`src/rtl/umerge_pkg.sv`:
```
package umerge_pkg;

    localparam int OPC_W = 6;

    localparam logic [OPC_W-1:0] OPC_LD_LEFT  = 6'd34;
    localparam logic [OPC_W-1:0] OPC_LD_RIGHT = 6'd38;
    localparam logic [OPC_W-1:0] OPC_ST_LEFT  = 6'd42;
    localparam logic [OPC_W-1:0] OPC_ST_RIGHT = 6'd46;

    // bit 3 of the 6-bit field separates loads from stores,
    // bit 2 separates the left form from the right form
    localparam int STORE_BIT = 3;
    localparam int RIGHT_BIT = 2;

    typedef enum logic [1:0] {
        MK_LD_LEFT  = 2'b00,
        MK_LD_RIGHT = 2'b01,
        MK_ST_LEFT  = 2'b10,
        MK_ST_RIGHT = 2'b11
    } merge_kind_e;

    typedef enum logic {
        PH_IDLE  = 1'b0,
        PH_MERGE = 1'b1
    } phase_e;

    function automatic logic kind_is_store(merge_kind_e k);
        return k[1];
    endfunction

endpackage

```
`src/rtl/umerge_decode.sv`:
```
module umerge_decode
    import umerge_pkg::*;
(
    input  logic [OPC_W-1:0] op,
    output logic             legal,
    output merge_kind_e      kind
);

    logic is_store;
    logic is_right;

    always_comb begin
        legal = (op == OPC_LD_LEFT)  || (op == OPC_LD_RIGHT) ||
                (op == OPC_ST_LEFT)  || (op == OPC_ST_RIGHT);
        is_store = op[STORE_BIT];
        is_right = op[RIGHT_BIT];
        kind = merge_kind_e'({is_store, is_right});
    end

endmodule

```
`src/rtl/umerge_align.sv`:
```
module umerge_align #(
    parameter int ADDR_W = 32,
    parameter int DATA_W = 32,
    localparam int OFF_W = $clog2(DATA_W / 8)
) (
    input  logic [ADDR_W-1:0] byte_addr,
    output logic [ADDR_W-1:0] word_addr,
    output logic [OFF_W-1:0]  offset
);

    always_comb begin
        offset    = byte_addr[OFF_W-1:0];
        word_addr = {byte_addr[ADDR_W-1:OFF_W], {OFF_W{1'b0}}};
    end

endmodule

```
`src/rtl/umerge_shift.sv`:
```
module umerge_shift
    import umerge_pkg::*;
#(
    parameter int DATA_W = 32,
    localparam int OFF_W = $clog2(DATA_W / 8),
    localparam int SHW   = $clog2(DATA_W) + 1
) (
    input  merge_kind_e       kind,
    input  logic [OFF_W-1:0]  offset,
    input  logic [DATA_W-1:0] reg_val,
    input  logic [DATA_W-1:0] mem_val,
    output logic [DATA_W-1:0] merged
);

    localparam logic [SHW-1:0] TOP_SH = SHW'(DATA_W - 8);
    localparam logic [SHW-1:0] BYTE_SH = SHW'(8);
    localparam logic [SHW-1:0] FULL_SH = SHW'(DATA_W);
    localparam logic [DATA_W-1:0] ONES = '1;

    logic [SHW-1:0]    sh;
    logic [SHW-1:0]    sh_inv;
    logic [DATA_W-1:0] low_mask;
    logic [DATA_W-1:0] high_mask;
    logic [DATA_W-1:0] ldl_w, ldr_w, stl_w, str_w;

    always_comb begin
        sh     = SHW'({offset, 3'b000});
        sh_inv = TOP_SH - sh;
        // shifts of the full width or more give zero, so the masks
        // collapse to all-zero at the extreme offsets
        low_mask  = ONES >> (sh + BYTE_SH);
        high_mask = (ONES << BYTE_SH) << sh_inv;

        ldl_w = (reg_val & low_mask)  | (mem_val << sh_inv);
        ldr_w = (reg_val & high_mask) | (mem_val >> sh);
        stl_w = (reg_val >> sh_inv) | (mem_val & ((ONES << BYTE_SH) << sh));
        str_w = (reg_val << sh)     | (mem_val & (ONES >> (FULL_SH - sh)));

        unique case (kind)
            MK_LD_LEFT:  merged = ldl_w;
            MK_LD_RIGHT: merged = ldr_w;
            MK_ST_LEFT:  merged = stl_w;
            default:     merged = str_w;
        endcase
    end

endmodule

```
`src/rtl/umerge_unit.sv`:
```
module umerge_unit
    import umerge_pkg::*;
#(
    parameter int ADDR_W = 32,
    parameter int DATA_W = 32,
    parameter int IDX_W  = 5
) (
    input  logic              clk,
    input  logic              rst_n,
    input  logic              req_valid,
    input  logic [5:0]        req_op,
    input  logic [ADDR_W-1:0] req_addr,
    input  logic [IDX_W-1:0]  req_idx,
    input  logic [DATA_W-1:0] req_reg,
    output logic              busy,
    output logic              mem_rd_en,
    output logic [ADDR_W-1:0] mem_rd_addr,
    input  logic [DATA_W-1:0] mem_rd_data,
    output logic              mem_wr_en,
    output logic [ADDR_W-1:0] mem_wr_addr,
    output logic [DATA_W-1:0] mem_wr_data,
    output logic              reg_wr_en,
    output logic [IDX_W-1:0]  reg_wr_idx,
    output logic [DATA_W-1:0] reg_wr_data,
    output logic              res_valid
);

    localparam int OFF_W = $clog2(DATA_W / 8);

    typedef struct packed {
        phase_e            phase;
        merge_kind_e       kind;
        logic [OFF_W-1:0]  off;
        logic [DATA_W-1:0] regv;
        logic [IDX_W-1:0]  idx;
        logic [ADDR_W-1:0] waddr;
        logic              res_valid;
        logic              reg_we;
        logic [IDX_W-1:0]  reg_wi;
        logic [DATA_W-1:0] reg_wd;
        logic              mem_we;
        logic [ADDR_W-1:0] mem_wa;
        logic [DATA_W-1:0] mem_wd;
    } state_t;

    state_t d, q;

    logic              dec_legal;
    merge_kind_e       dec_kind;
    logic [ADDR_W-1:0] req_word;
    logic [OFF_W-1:0]  req_off;
    logic [DATA_W-1:0] merged;
    logic              accept;

    umerge_decode u_decode (
        .op    (req_op),
        .legal (dec_legal),
        .kind  (dec_kind)
    );

    umerge_align #(.ADDR_W(ADDR_W), .DATA_W(DATA_W)) u_align (
        .byte_addr (req_addr),
        .word_addr (req_word),
        .offset    (req_off)
    );

    umerge_shift #(.DATA_W(DATA_W)) u_shift (
        .kind    (q.kind),
        .offset  (q.off),
        .reg_val (q.regv),
        .mem_val (mem_rd_data),
        .merged  (merged)
    );

    assign accept      = req_valid && dec_legal && (q.phase == PH_IDLE);
    assign mem_rd_en   = accept;
    assign mem_rd_addr = req_word;
    assign busy        = (q.phase == PH_MERGE);

    always_comb begin
        d = q;
        d.res_valid = 1'b0;
        d.reg_we    = 1'b0;
        d.mem_we    = 1'b0;
        unique case (q.phase)
            PH_IDLE: begin
                if (accept) begin
                    d.phase = PH_MERGE;
                    d.kind  = dec_kind;
                    d.off   = req_off;
                    d.regv  = req_reg;
                    d.idx   = req_idx;
                    d.waddr = req_word;
                end
            end
            default: begin
                d.phase     = PH_IDLE;
                d.res_valid = 1'b1;
                if (kind_is_store(q.kind)) begin
                    d.mem_we = 1'b1;
                    d.mem_wa = q.waddr;
                    d.mem_wd = merged;
                end else begin
                    d.reg_we = (q.idx != '0);
                    d.reg_wi = q.idx;
                    d.reg_wd = merged;
                end
            end
        endcase
    end

    always_ff @(posedge clk) begin
        if (!rst_n) q <= '0;
        else        q <= d;
    end

    assign res_valid   = q.res_valid;
    assign reg_wr_en   = q.reg_we;
    assign reg_wr_idx  = q.reg_wi;
    assign reg_wr_data = q.reg_wd;
    assign mem_wr_en   = q.mem_we;
    assign mem_wr_addr = q.mem_wa;
    assign mem_wr_data = q.mem_wd;


    read_then_busy_chk: assert property (@(posedge clk) disable iff (!rst_n)
        mem_rd_en |=> busy);


    busy_then_result_chk: assert property (@(posedge clk) disable iff (!rst_n)
        busy |=> (res_valid && !busy));


    result_single_pulse_chk: assert property (@(posedge clk) disable iff (!rst_n)
        res_valid |=> !res_valid);


    no_read_while_busy_chk: assert property (@(posedge clk) disable iff (!rst_n)
        busy |-> !mem_rd_en);


    strobes_exclusive_chk: assert property (@(posedge clk) disable iff (!rst_n)
        !(reg_wr_en && mem_wr_en));


    strobe_with_valid_chk: assert property (@(posedge clk) disable iff (!rst_n)
        (reg_wr_en || mem_wr_en) |-> res_valid);


    write_aligned_chk: assert property (@(posedge clk) disable iff (!rst_n)
        mem_wr_en |-> (mem_wr_addr[OFF_W-1:0] == '0));


    no_zero_index_write_chk: assert property (@(posedge clk) disable iff (!rst_n)
        reg_wr_en |-> (reg_wr_idx != '0));

endmodule

```
`config.mk`:
```
export PLATFORM = sky130hd
export DESIGN_NAME = umerge_unit
export DESIGN_NICKNAME = d
export VERILOG_FILES = /design/src/rtl/umerge_pkg.sv /design/src/rtl/umerge_decode.sv /design/src/rtl/umerge_align.sv /design/src/rtl/umerge_shift.sv /design/src/rtl/umerge_unit.sv
export SDC_FILE = /design/constraint.sdc
export NUM_CORES = 1
export LEC_CHECK = 0
export ABC_AREA = 1
export BUFFER_PORTS_ARGS = -buffer_cell sky130_fd_sc_hd__buf_2
export CORE_ASPECT_RATIO = 1.4
export CORE_UTILIZATION = 35
export CTS_CLUSTER_DIAMETER = 60
export DETAILED_ROUTE_END_ITERATION = 8
export REMOVE_ABC_BUFFERS = 1
export SLEW_MARGIN = 0
export SYNTH_ARGS = -nofsm -noshare
export SYNTH_HDL_FRONTEND = slang
export SYNTH_SLANG_ARGS = --single-unit
export TNS_END_PERCENT = 50
```
`constraint.sdc`:
```
create_clock -name clk -period 1.33 [get_ports clk]
set_input_delay 0.133 -clock clk [delete_from_list [all_inputs] [get_ports clk]]
set_output_delay 0.133 -clock clk [all_outputs]
set_load 0.03 [all_outputs]
```
# Word level (Yosys, flattened, before mapping)
# Cells that the tools add are included.
dict set report op_classes {
  n_lt_le_gt_ge 0
  shift 8
  bitwise_logic 11
  reduce_logical 13
  div_mod_pow 0
  add_sub_neg 3
  muxes 5
  n_eq_ne 6
  mul 0
}
# cell n
set ops {}
lappend ops {{$and 32x32->32} 4}
lappend ops {{$or 32x32->32} 4}
lappend ops {{$mux 104} 1}
lappend ops {{$pmux 32 s3} 1}
lappend ops {{$mux 74} 1}
lappend ops {{$mux 65} 1}
lappend ops {{$shr 32x6->32 const A} 2}
lappend ops {{$mux 38} 1}
lappend ops {{$shl 32x5->32} 1}
lappend ops {{$shl 32x5->32 const A} 1}
lappend ops {{$shl 32x6->32} 1}
lappend ops {{$shl 32x6->32 const A} 1}
lappend ops {{$shr 32x5->32} 1}
lappend ops {{$shr 32x6->32} 1}
lappend ops {{$eq 6x6->1 const B} 4}
lappend ops {{$reduce_and 2->1} 4}
lappend ops {{$add 5x4->6 const B} 1}
lappend ops {{$sub 5x5->6 const A} 1}
lappend ops {{$sub 6x5->6 const A} 1}
lappend ops {{$reduce_bool 5->1} 1}
lappend ops {{$logic_or 1x1->1} 3}
lappend ops {{$not 1->1} 3}
lappend ops {{$reduce_or 3->1} 1}
lappend ops {{$eq 2x1->1 const B} 1}
lappend ops {{4 further kinds} 5}
dict set report totals {
  output_inout_bits 138
  memories 0
  latch_bits 0
  mem_bits_rw 0
  elab_cells 59
  romBits 0
  register_bits 174
  inputBits 110
}

# Logic depth before layout (Yosys ltp)
# Gate-level depths: netlist of the first run.
dict set report depth {
  ltp_word 7
  depth_mapped 13
  ltp_nobuf 11
}

# By module
# A second synthesis of the first run with hierarchy kept.
dict set report unflattened {
  hier_cells 1670
  area_unflattened_um2 10475.0
}
# module n_inst cells_per_inst area_each_um2
set modules_own_cells {}
lappend modules_own_cells {umerge_unit 1 1019 7440.9}
lappend modules_own_cells {umerge_shift 1 609 2738.9}
lappend modules_own_cells {umerge_align 1 35 259.0}
lappend modules_own_cells {umerge_decode 1 7 36.3}

# Worst setup path after synthesis of the first run
# OpenSTA, ideal clock, no wires.
dict set report synth_path {
  path_kind {register -> register}
  start {reg q, in the netlist busy}
  end {reg q, in the netlist reg_wr_data[24]}
  path_slack_ns -0.082
  synth_period_minus_slack_ns 1.412
  t_required_ns 1.221
  t_arrival_ns 1.303
  path_stages_with_launch 8
  path_cell_list {dfxtp_1 nand2_2 inv_2 buf_4 buf_2 nand4_1 nand2_1 inv_1}
}
dict set report synth_via {
  elab_chain_len 1
}
# item line
set synth_lines {}
lappend synth_lines {{start: declaration} umerge_unit.sv:46} ;# state_t d, q;
lappend synth_lines {{start signal: assignment} umerge_unit.sv:113} ;# if (!rst_n) q <= '0;
lappend synth_lines {{start signal: assignment} umerge_unit.sv:114} ;# else q <= d;
lappend synth_lines {{$reduce_and 2->1 (no source line)} -}
# No other way between the ends.
# A chain may end at the register's enable or synchronous reset.

# Final worst setup path of the first run
dict set report layout_path {
  start {reg q[173] (netlist name)}
  end {reg q, in the netlist mem_wr_data[8]}
}
dict set report layout_via {
  elab_chain_len 5
  word_cells_on_any_way 20
}
# item line
set layout_lines {}
lappend layout_lines {{$sub 6x5->6 (tied with other cells)} umerge_shift.sv:37} ;# str_w = (reg_val << sh) | (mem_val & (ONES >> (FULL_SH - sh)));
lappend layout_lines {{$shr 32x6->32 (tied with other cells)} umerge_shift.sv:37}
lappend layout_lines {{$and 32x32->32 (on tied branches)} {umerge_shift.sv:37, umerge_shift.sv:34, umerge_shift.sv:35}}
lappend layout_lines {{$or 32x32->32 (on tied branches)} {umerge_shift.sv:37, umerge_shift.sv:34, umerge_shift.sv:35}}
lappend layout_lines {{$pmux 32 s3 (*)} umerge_shift.sv:39} ;# unique case (kind)
# Mark *: on every way between the ends. The rest lies on a longest branch, timed or not.

==> flow_summary.yaml, run 1 <==
place:
  numPortBuffers: 243
  placed_cell_area_sq_mm: 0.01134
  place_hpwl_mm: 23.81
  place.gp.congestion: 0.9179
  dp_cells: 2076
global_routing:
  grt_max_degree: 46
  antenna_found_initial: 6
  grt_first_pass_wirelength_mm: 54.08
  grt_pass1_vias: 10423
  grt_usage_pct: 23.21
  grt-ovfl-total: 0
floorplanning:
  dieArea_sq_mm: 0.02962
  die_y_um: 203.2
  fp.coreArea_sq_mm: 0.02841
  chipWidth_um: 145.7
  rows: 73
  start_util_pct: 35.64
  ios: 248
clock_tree:
  cts_buffer_depth: 2
  cts_buffers: 17
  cts-root-buf: "clkbuf_16"
  htreeDepth: 4
  cts_tree: "built"
  clkTransAtPathRegs_ns: 0.07
  insertion_delay_ns: 0.45
  cts_sinks: 174
run:
  cap_violations: 0
pwr:
  pwr-share-seq_pct: 45.0
  p_clk_share_pct: 42.3
  sw_frac_of_total_pct: 27.37
  p_leak_uw: 0.006206
  power_density_mw_per_mm2: 902.1
  ir_drop_mv: 0.9836
  p_int_uw: 8547
  comb_power_share_pct: 12.7
  p_switching_uw: 3221
synthesis:
  syn-instance-count: 1599
  synth_cell_types: 25
  yosysSeqAreaShare_pct: 34.40
  synth.cell_area_sq_mm: 0.01012
  ys_warn_count: 0
  ys_seq_elements: 174
  syn_avg_cell_area_sq_um: 6.332
critical_path:
  worstPathRequired_ns: 1.68
  path_cells: "inv_8, bufbuf_16, nand2_1, nand3_1, nand3_1, nand4_1, nor2_1, nor2_1"
  crit_slowest_cell: "dfxtp_4"
  critical_path_arrival_ns: 1.81
  start_kind: "register"
  cp_max_fo: 13
  critPathKind: "register to register"
  critPathCaptureType: "register"
  slowest_delay_ns: 0.42
drt:
  ant_nets: 0
  dr.pass1.iters: 7
  drt_iter0_markers: 654
  viasPerCell: 5.023
  detail_route.wl_per_cell_um: 15.69
  routed_wirelength_mm: 34.31
  drcViolationCount: 0
  vias: 10980
sta:
  skew_ns: 0.005116
  fmax_mhz: 684.3
  min_period_ns: 1.461
  hold_viol: 0
  final.period_utilization_pct: 109.9
  whs_ns: 0.02656
  finalSetupViolations: 55
  worst_slack_ns: -0.1313
  maxSlewViolCount: 0
  rsz0062_at_grt: "true"
layout:
  nNetsFinal: 1904
  drive_gt1_share_pct: 25.62
  layout_commonest_cell: "nand2_1"
  synthToLayoutAreaGrowth_pct: 28.84
  fin_util_pct: 45.92
  fin_cells: 2186
  final_cell_mix: "nand2_1 (388), buf_2 (241), nor2_1 (201), nand3_1 (187), dfxtp_1 (169)"
  final_cell_area_sq_mm: 0.01305
  n_fill_cell: 2917
status:
  status: "finished, violations left"
  violations: "setup timing"
hold_path:
  hold_path.class: "input port to register"
## layer usage
layer / part of all wire, % / GRT usage [%]
met5: 0.055 / 0
met3: 6.8 / 5.391
met1: 40 / 26.44
met2: 49 / 40.02
met4: 3.8 / 12.63
## logic make-up (layout without fill, tap and decap cells)
group           after synthesis  count (layout)  synth area share (%)
compound gates              218             218                 11.13
buf+inv                     341             546                 18.83
flops                       174             174                 34.40
other cells                   1               8               0.03704
simple gates                865             865                 35.59
## flip-flops by register name (all words and copies together), names as in the netlist
signal,cells
q,71
mem_wr_data,32
reg_wr_data,32
mem_wr_addr,30
reg_wr_idx,5
busy,1
mem_wr_en,1
reg_wr_en,1
res_valid,1
## per-stage QoR
stage	setup TNS [ns]	power, uW	setup slack [ns]
after CTS	-2.617	11880	-0.09285
after global placement	-4.781	6661	-0.2290
after floorplan	-341.30	5941	-2.786
after detailed placement	-7.909	6665	-0.2257
after global routing	-8.070	12260	-0.2022
final	-2.503	11770	-0.1313
## repair_timing
action | 4_1_cts | 5_1_grt
hold buffers | 64 | 1
endpoints found under the setup margin | 106 | 72
setup buffers | 3 | 1
gates cloned | 5 | 1
resized for setup | 66 | 33
hold endpoints to repair | 64 | 1
pin swaps | 15 | 10
## worst paths after layout
path / depth (start not counted) / slack (ns) / startpoint / end
max: 8 / -0.13 / q[173] / mem_wr_data[8]
min: 3 / 0.03 / req_op[2] / q[175]
max reg2reg: 8 / -0.13 / q[173] / mem_wr_data[8]
min reg2reg: 2 / 0.46 / q[135] / q[135]
## cell usage after synthesis
master | count | area share (%)
nor2_1 | 205 | 7.6
o21ai_0 | 91 | 4.5
nand2_4 | 1 | 0.11
or2_2 | 1 | 0.062
clkinv_1 | 2 | 0.074
o311ai_0 | 1 | 0.087
dfxtp_1 | 174 | 34
nor3b_1 | 1 | 0.074
o21ai_1 | 4 | 0.20
o211ai_1 | 11 | 0.82
a22oi_1 | 2 | 0.15
nand2_2 | 2 | 0.12
inv_2 | 14 | 0.52
buf_1 | 3 | 0.11
nand2_1 | 418 | 15
nor2_2 | 1 | 0.062
nand3_1 | 204 | 10
buf_6 | 2 | 0.22
conb_1 | 1 | 0.037
clkbuf_1 | 36 | 1.3
buf_4 | 147 | 11
a21oi_1 | 109 | 5.4
buf_2 | 48 | 2.4
inv_1 | 89 | 3.3
nand4_1 | 32 | 2.0
## worst max-delay path, delay by kind of cell (launching register included)
family        cells  cell delay (ns)
flops             1             0.42
buf+inv           2             0.37
simple gates      6             0.58
## power by group through the flow
stage	clock, uW	sequential, uW	combinational [uW]
final	4980	5300	1500
after detailed placement	0	5420	1250
after global routing	5330	5300	1630
after floorplan	0	5460	483
after global placement	0	5410	1250
after CTS	5120	5290	1460
## final cells by class
| type | instances | area [sq um] | area share (%) |
|---|---|---|---|
| clock buffer | 18 | 439.2 | 3.367 |
| tap | 375 | 469.2 | 3.597 |
| inverter | 105 | 410.4 | 3.146 |
| timing repair buffer | 409 | 3120 | 23.92 |
| antenna | 4 | 10.01 | 0.07673 |
| clock inverter | 14 | 132.6 | 1.017 |
| sequential | 174 | 3495 | 26.79 |
| multi-input combinational | 1087 | 4969 | 38.09 |
No activity file was read; power rests on OpenSTA's default activity.
==> run 2, diff against run 1 <==
--- a/config.mk
+++ b/config.mk
@@ -11,6 +11,7 @@
 export CORE_UTILIZATION = 35
 export CTS_CLUSTER_DIAMETER = 60
 export DETAILED_ROUTE_END_ITERATION = 8
+export PLACE_DENSITY = 0.54
 export REMOVE_ABC_BUFFERS = 1
 export SLEW_MARGIN = 0
 export SYNTH_ARGS = -nofsm -noshare
==> flow_summary.yaml, run 2 (same netlist as run 1, synthesis figures left out) <==
status:
  status: "finished, violations left"
  violations: "setup timing"
critical_path:
  slowest_delay_ns: 0.40
  critPathKind: "register to register"
  start_kind: "register"
  cp_max_fo: 8
  worstPathRequired_ns: 1.68
  path_cells: "buf_8, buf_12, nor2_2, nand2_1, nand2_1, nand2_1, nand4_1, nor2_1, nor2_1"
  critPathCaptureType: "register"
  critical_path_arrival_ns: 1.76
  crit_slowest_cell: "dfxtp_4"
  worst-path-buf-inv: 2
  path_delay_family: "simple AND/OR/NAND/NOR gates"
  critPathMostFrequentCell: "nand2_1"
sta:
  final.period_utilization_pct: 106.5
  rsz0062_at_grt: "true"
  skew_ns: 0.01096
  hold_viol: 0
  whs_ns: 0.01942
  finalSetupViolations: 54
  fmax_mhz: 706.2
  worst_slack_ns: -0.08597
  min_period_ns: 1.416
  maxSlewViolCount: 0
layout:
  final_cell_mix: "nand2_1 (348), buf_2 (242), nor2_1 (197), nand3_1 (176), dfxtp_1 (169)"
  fin_util_pct: 47.60
  regMostFlops: "q"
  layout_commonest_cell: "nand2_1"
  nNetsFinal: 1913
  largest_reg_flops: 71
  drive_gt1_share_pct: 29.30
  synthToLayoutAreaGrowth_pct: 33.54
global_routing:
  grt_pass1_vias: 10483
  grt-ovfl-total: 0
  antenna_found_initial: 3
  grt_max_degree: 45
  grt_first_pass_wirelength_mm: 54.70
  grt_usage_pct: 23.33
floorplanning:
  die_y_um: 203.2
  rows: 73
  dieArea_sq_mm: 0.02962
  ios: 248
  fp.coreArea_sq_mm: 0.02841
  chipWidth_um: 145.7
  start_util_pct: 35.64
drt:
  viasPerCell: 4.975
  vias: 10906
  dr.pass1.iters: 5
  drt_iter0_markers: 529
  detail_route.wl_per_cell_um: 15.98
  ant_nets: 0
  routed_wirelength_mm: 35.03
  drcViolationCount: 0
clock_tree:
  htreeDepth: 4
  cts_buffer_depth: 2
  cts-root-buf: "clkbuf_16"
  insertion_delay_ns: 0.45
  cts_buffers: 17
  cts_sinks: 174
  clkTransAtPathRegs_ns: 0.07
  cts_tree: "built"
pwr:
  power_density_mw_per_mm2: 914.5
  pwr-share-seq_pct: 42.8
  p_leak_uw: 0.006427
  p_switching_uw: 3241
  comb_power_share_pct: 12.6
  ir_drop_mv: 0.9062
  p_clk_share_pct: 44.5
  sw_frac_of_total_pct: 26.21
  p_int_uw: 9124
place:
  place_ws_ns: -0.3237
  place.gp.congestion: 0.8676
  place_hpwl_mm: 24.07
  numPortBuffers: 243
hold_path:
  hold_path.class: "input port to register"
run:
  cap_violations: 0
-- run 2: changes by cell type in the layout (fill, tap and decap cells not counted), moves of 4 or more --
| cell | delta |
|---|---|
| nand3_1 | -11 |
| buf_12 | +4 |
| buf_4 | -7 |
| nand2_4 | +11 |
| nor2_1 | -4 |
| nand2_2 | +29 |
| o21ai_0 | -11 |
| nand2_1 | -40 |
| nand3_2 | +12 |
| nor2_2 | +4 |
| buf_6 | +7 |
| clkbuf_16 | +4 |
| o21ai_2 | +7 |
-- run 2: what timing repair did --
| item | CTS | global route |
|---|---|---|
| hold endpoints to repair | 64 | 0 |
| gates cloned | 2 | 5 |
| hold buffers | 64 | 0 |
| buffers inserted | 6 | 3 |
| pin swaps | 19 | 24 |
| gates resized for setup | 116 | 82 |
| setup endpoints to repair | 90 | 106 |
-- run 2: layer usage --
layer / GRT usage (%) / vias up / part of all wire (%)
met5: 0 / - / 0.091
met4: 10.45 / 4 / 3.2
met3: 6.018 / 75 / 6.7
met2: 40.69 / 369 / 49
met1: 26.67 / 5039 / 41
li1: - / 5419 / -
-- run 2: stage by stage --
step | cell area [sq um] | setup TNS (ns) | power (uW) | cells
2_1_floorplan | 8623 | -341.30 | 5941 | 1366
3_3_place_gp | 11400 | -8.439 | 6691 | 2079
3_5_place_dp | 11400 | -12.17 | 6687 | 2079
4_1_cts | 13110 | -0.9950 | 12410 | 2183
5_1_grt | 13520 | -8.079 | 12820 | 2191
6_report | 13520 | -1.913 | 12360 | 2192
-- run 2: path summary, 6_finish.rpt --
| check | startpoint | end | slack, ns | cells past startpoint |
|---|---|---|---|---|
| max reg2reg | q[173] | reg_wr_data[3] | -0.09 | 9 |
| max | q[173] | reg_wr_data[3] | -0.09 | 9 |
| min reg2reg | q[135] | q[135] | 0.46 | 2 |
| min | req_reg[29] | q[170] | 0.02 | 3 |
-- run 2: layout make-up --
class,count,area [sq um]
antenna,1,2.502
tap,375,469.2
fill,2907,14890
timing repair buffer,418,3302
multi-input combinational,1087,5210
clock inverter,12,180.2
inverter,105,410.4
clock buffer,20,446.7
sequential,174,3500
-- run 2: worst register-to-register path, delay by kind of cell, from the launching register on --
family	cells	cell delay, ns
AND/OR/NAND/NOR	7	0.61
flip-flops	1	0.40
buffers and inverters	2	0.30
-- run 2: power by group through the flow --
| stage | logic, uW | clock network [uW] | registers (uW) |
|---|---|---|---|
| 2_1_floorplan | 483 | 0 | 5460 |
| 5_1_grt | 1700 | 5820 | 5300 |
| 6_report | 1560 | 5510 | 5300 |
| 4_1_cts | 1490 | 5630 | 5290 |
| 3_3_place_gp | 1280 | 0 | 5410 |
| 3_5_place_dp | 1270 | 0 | 5410 |
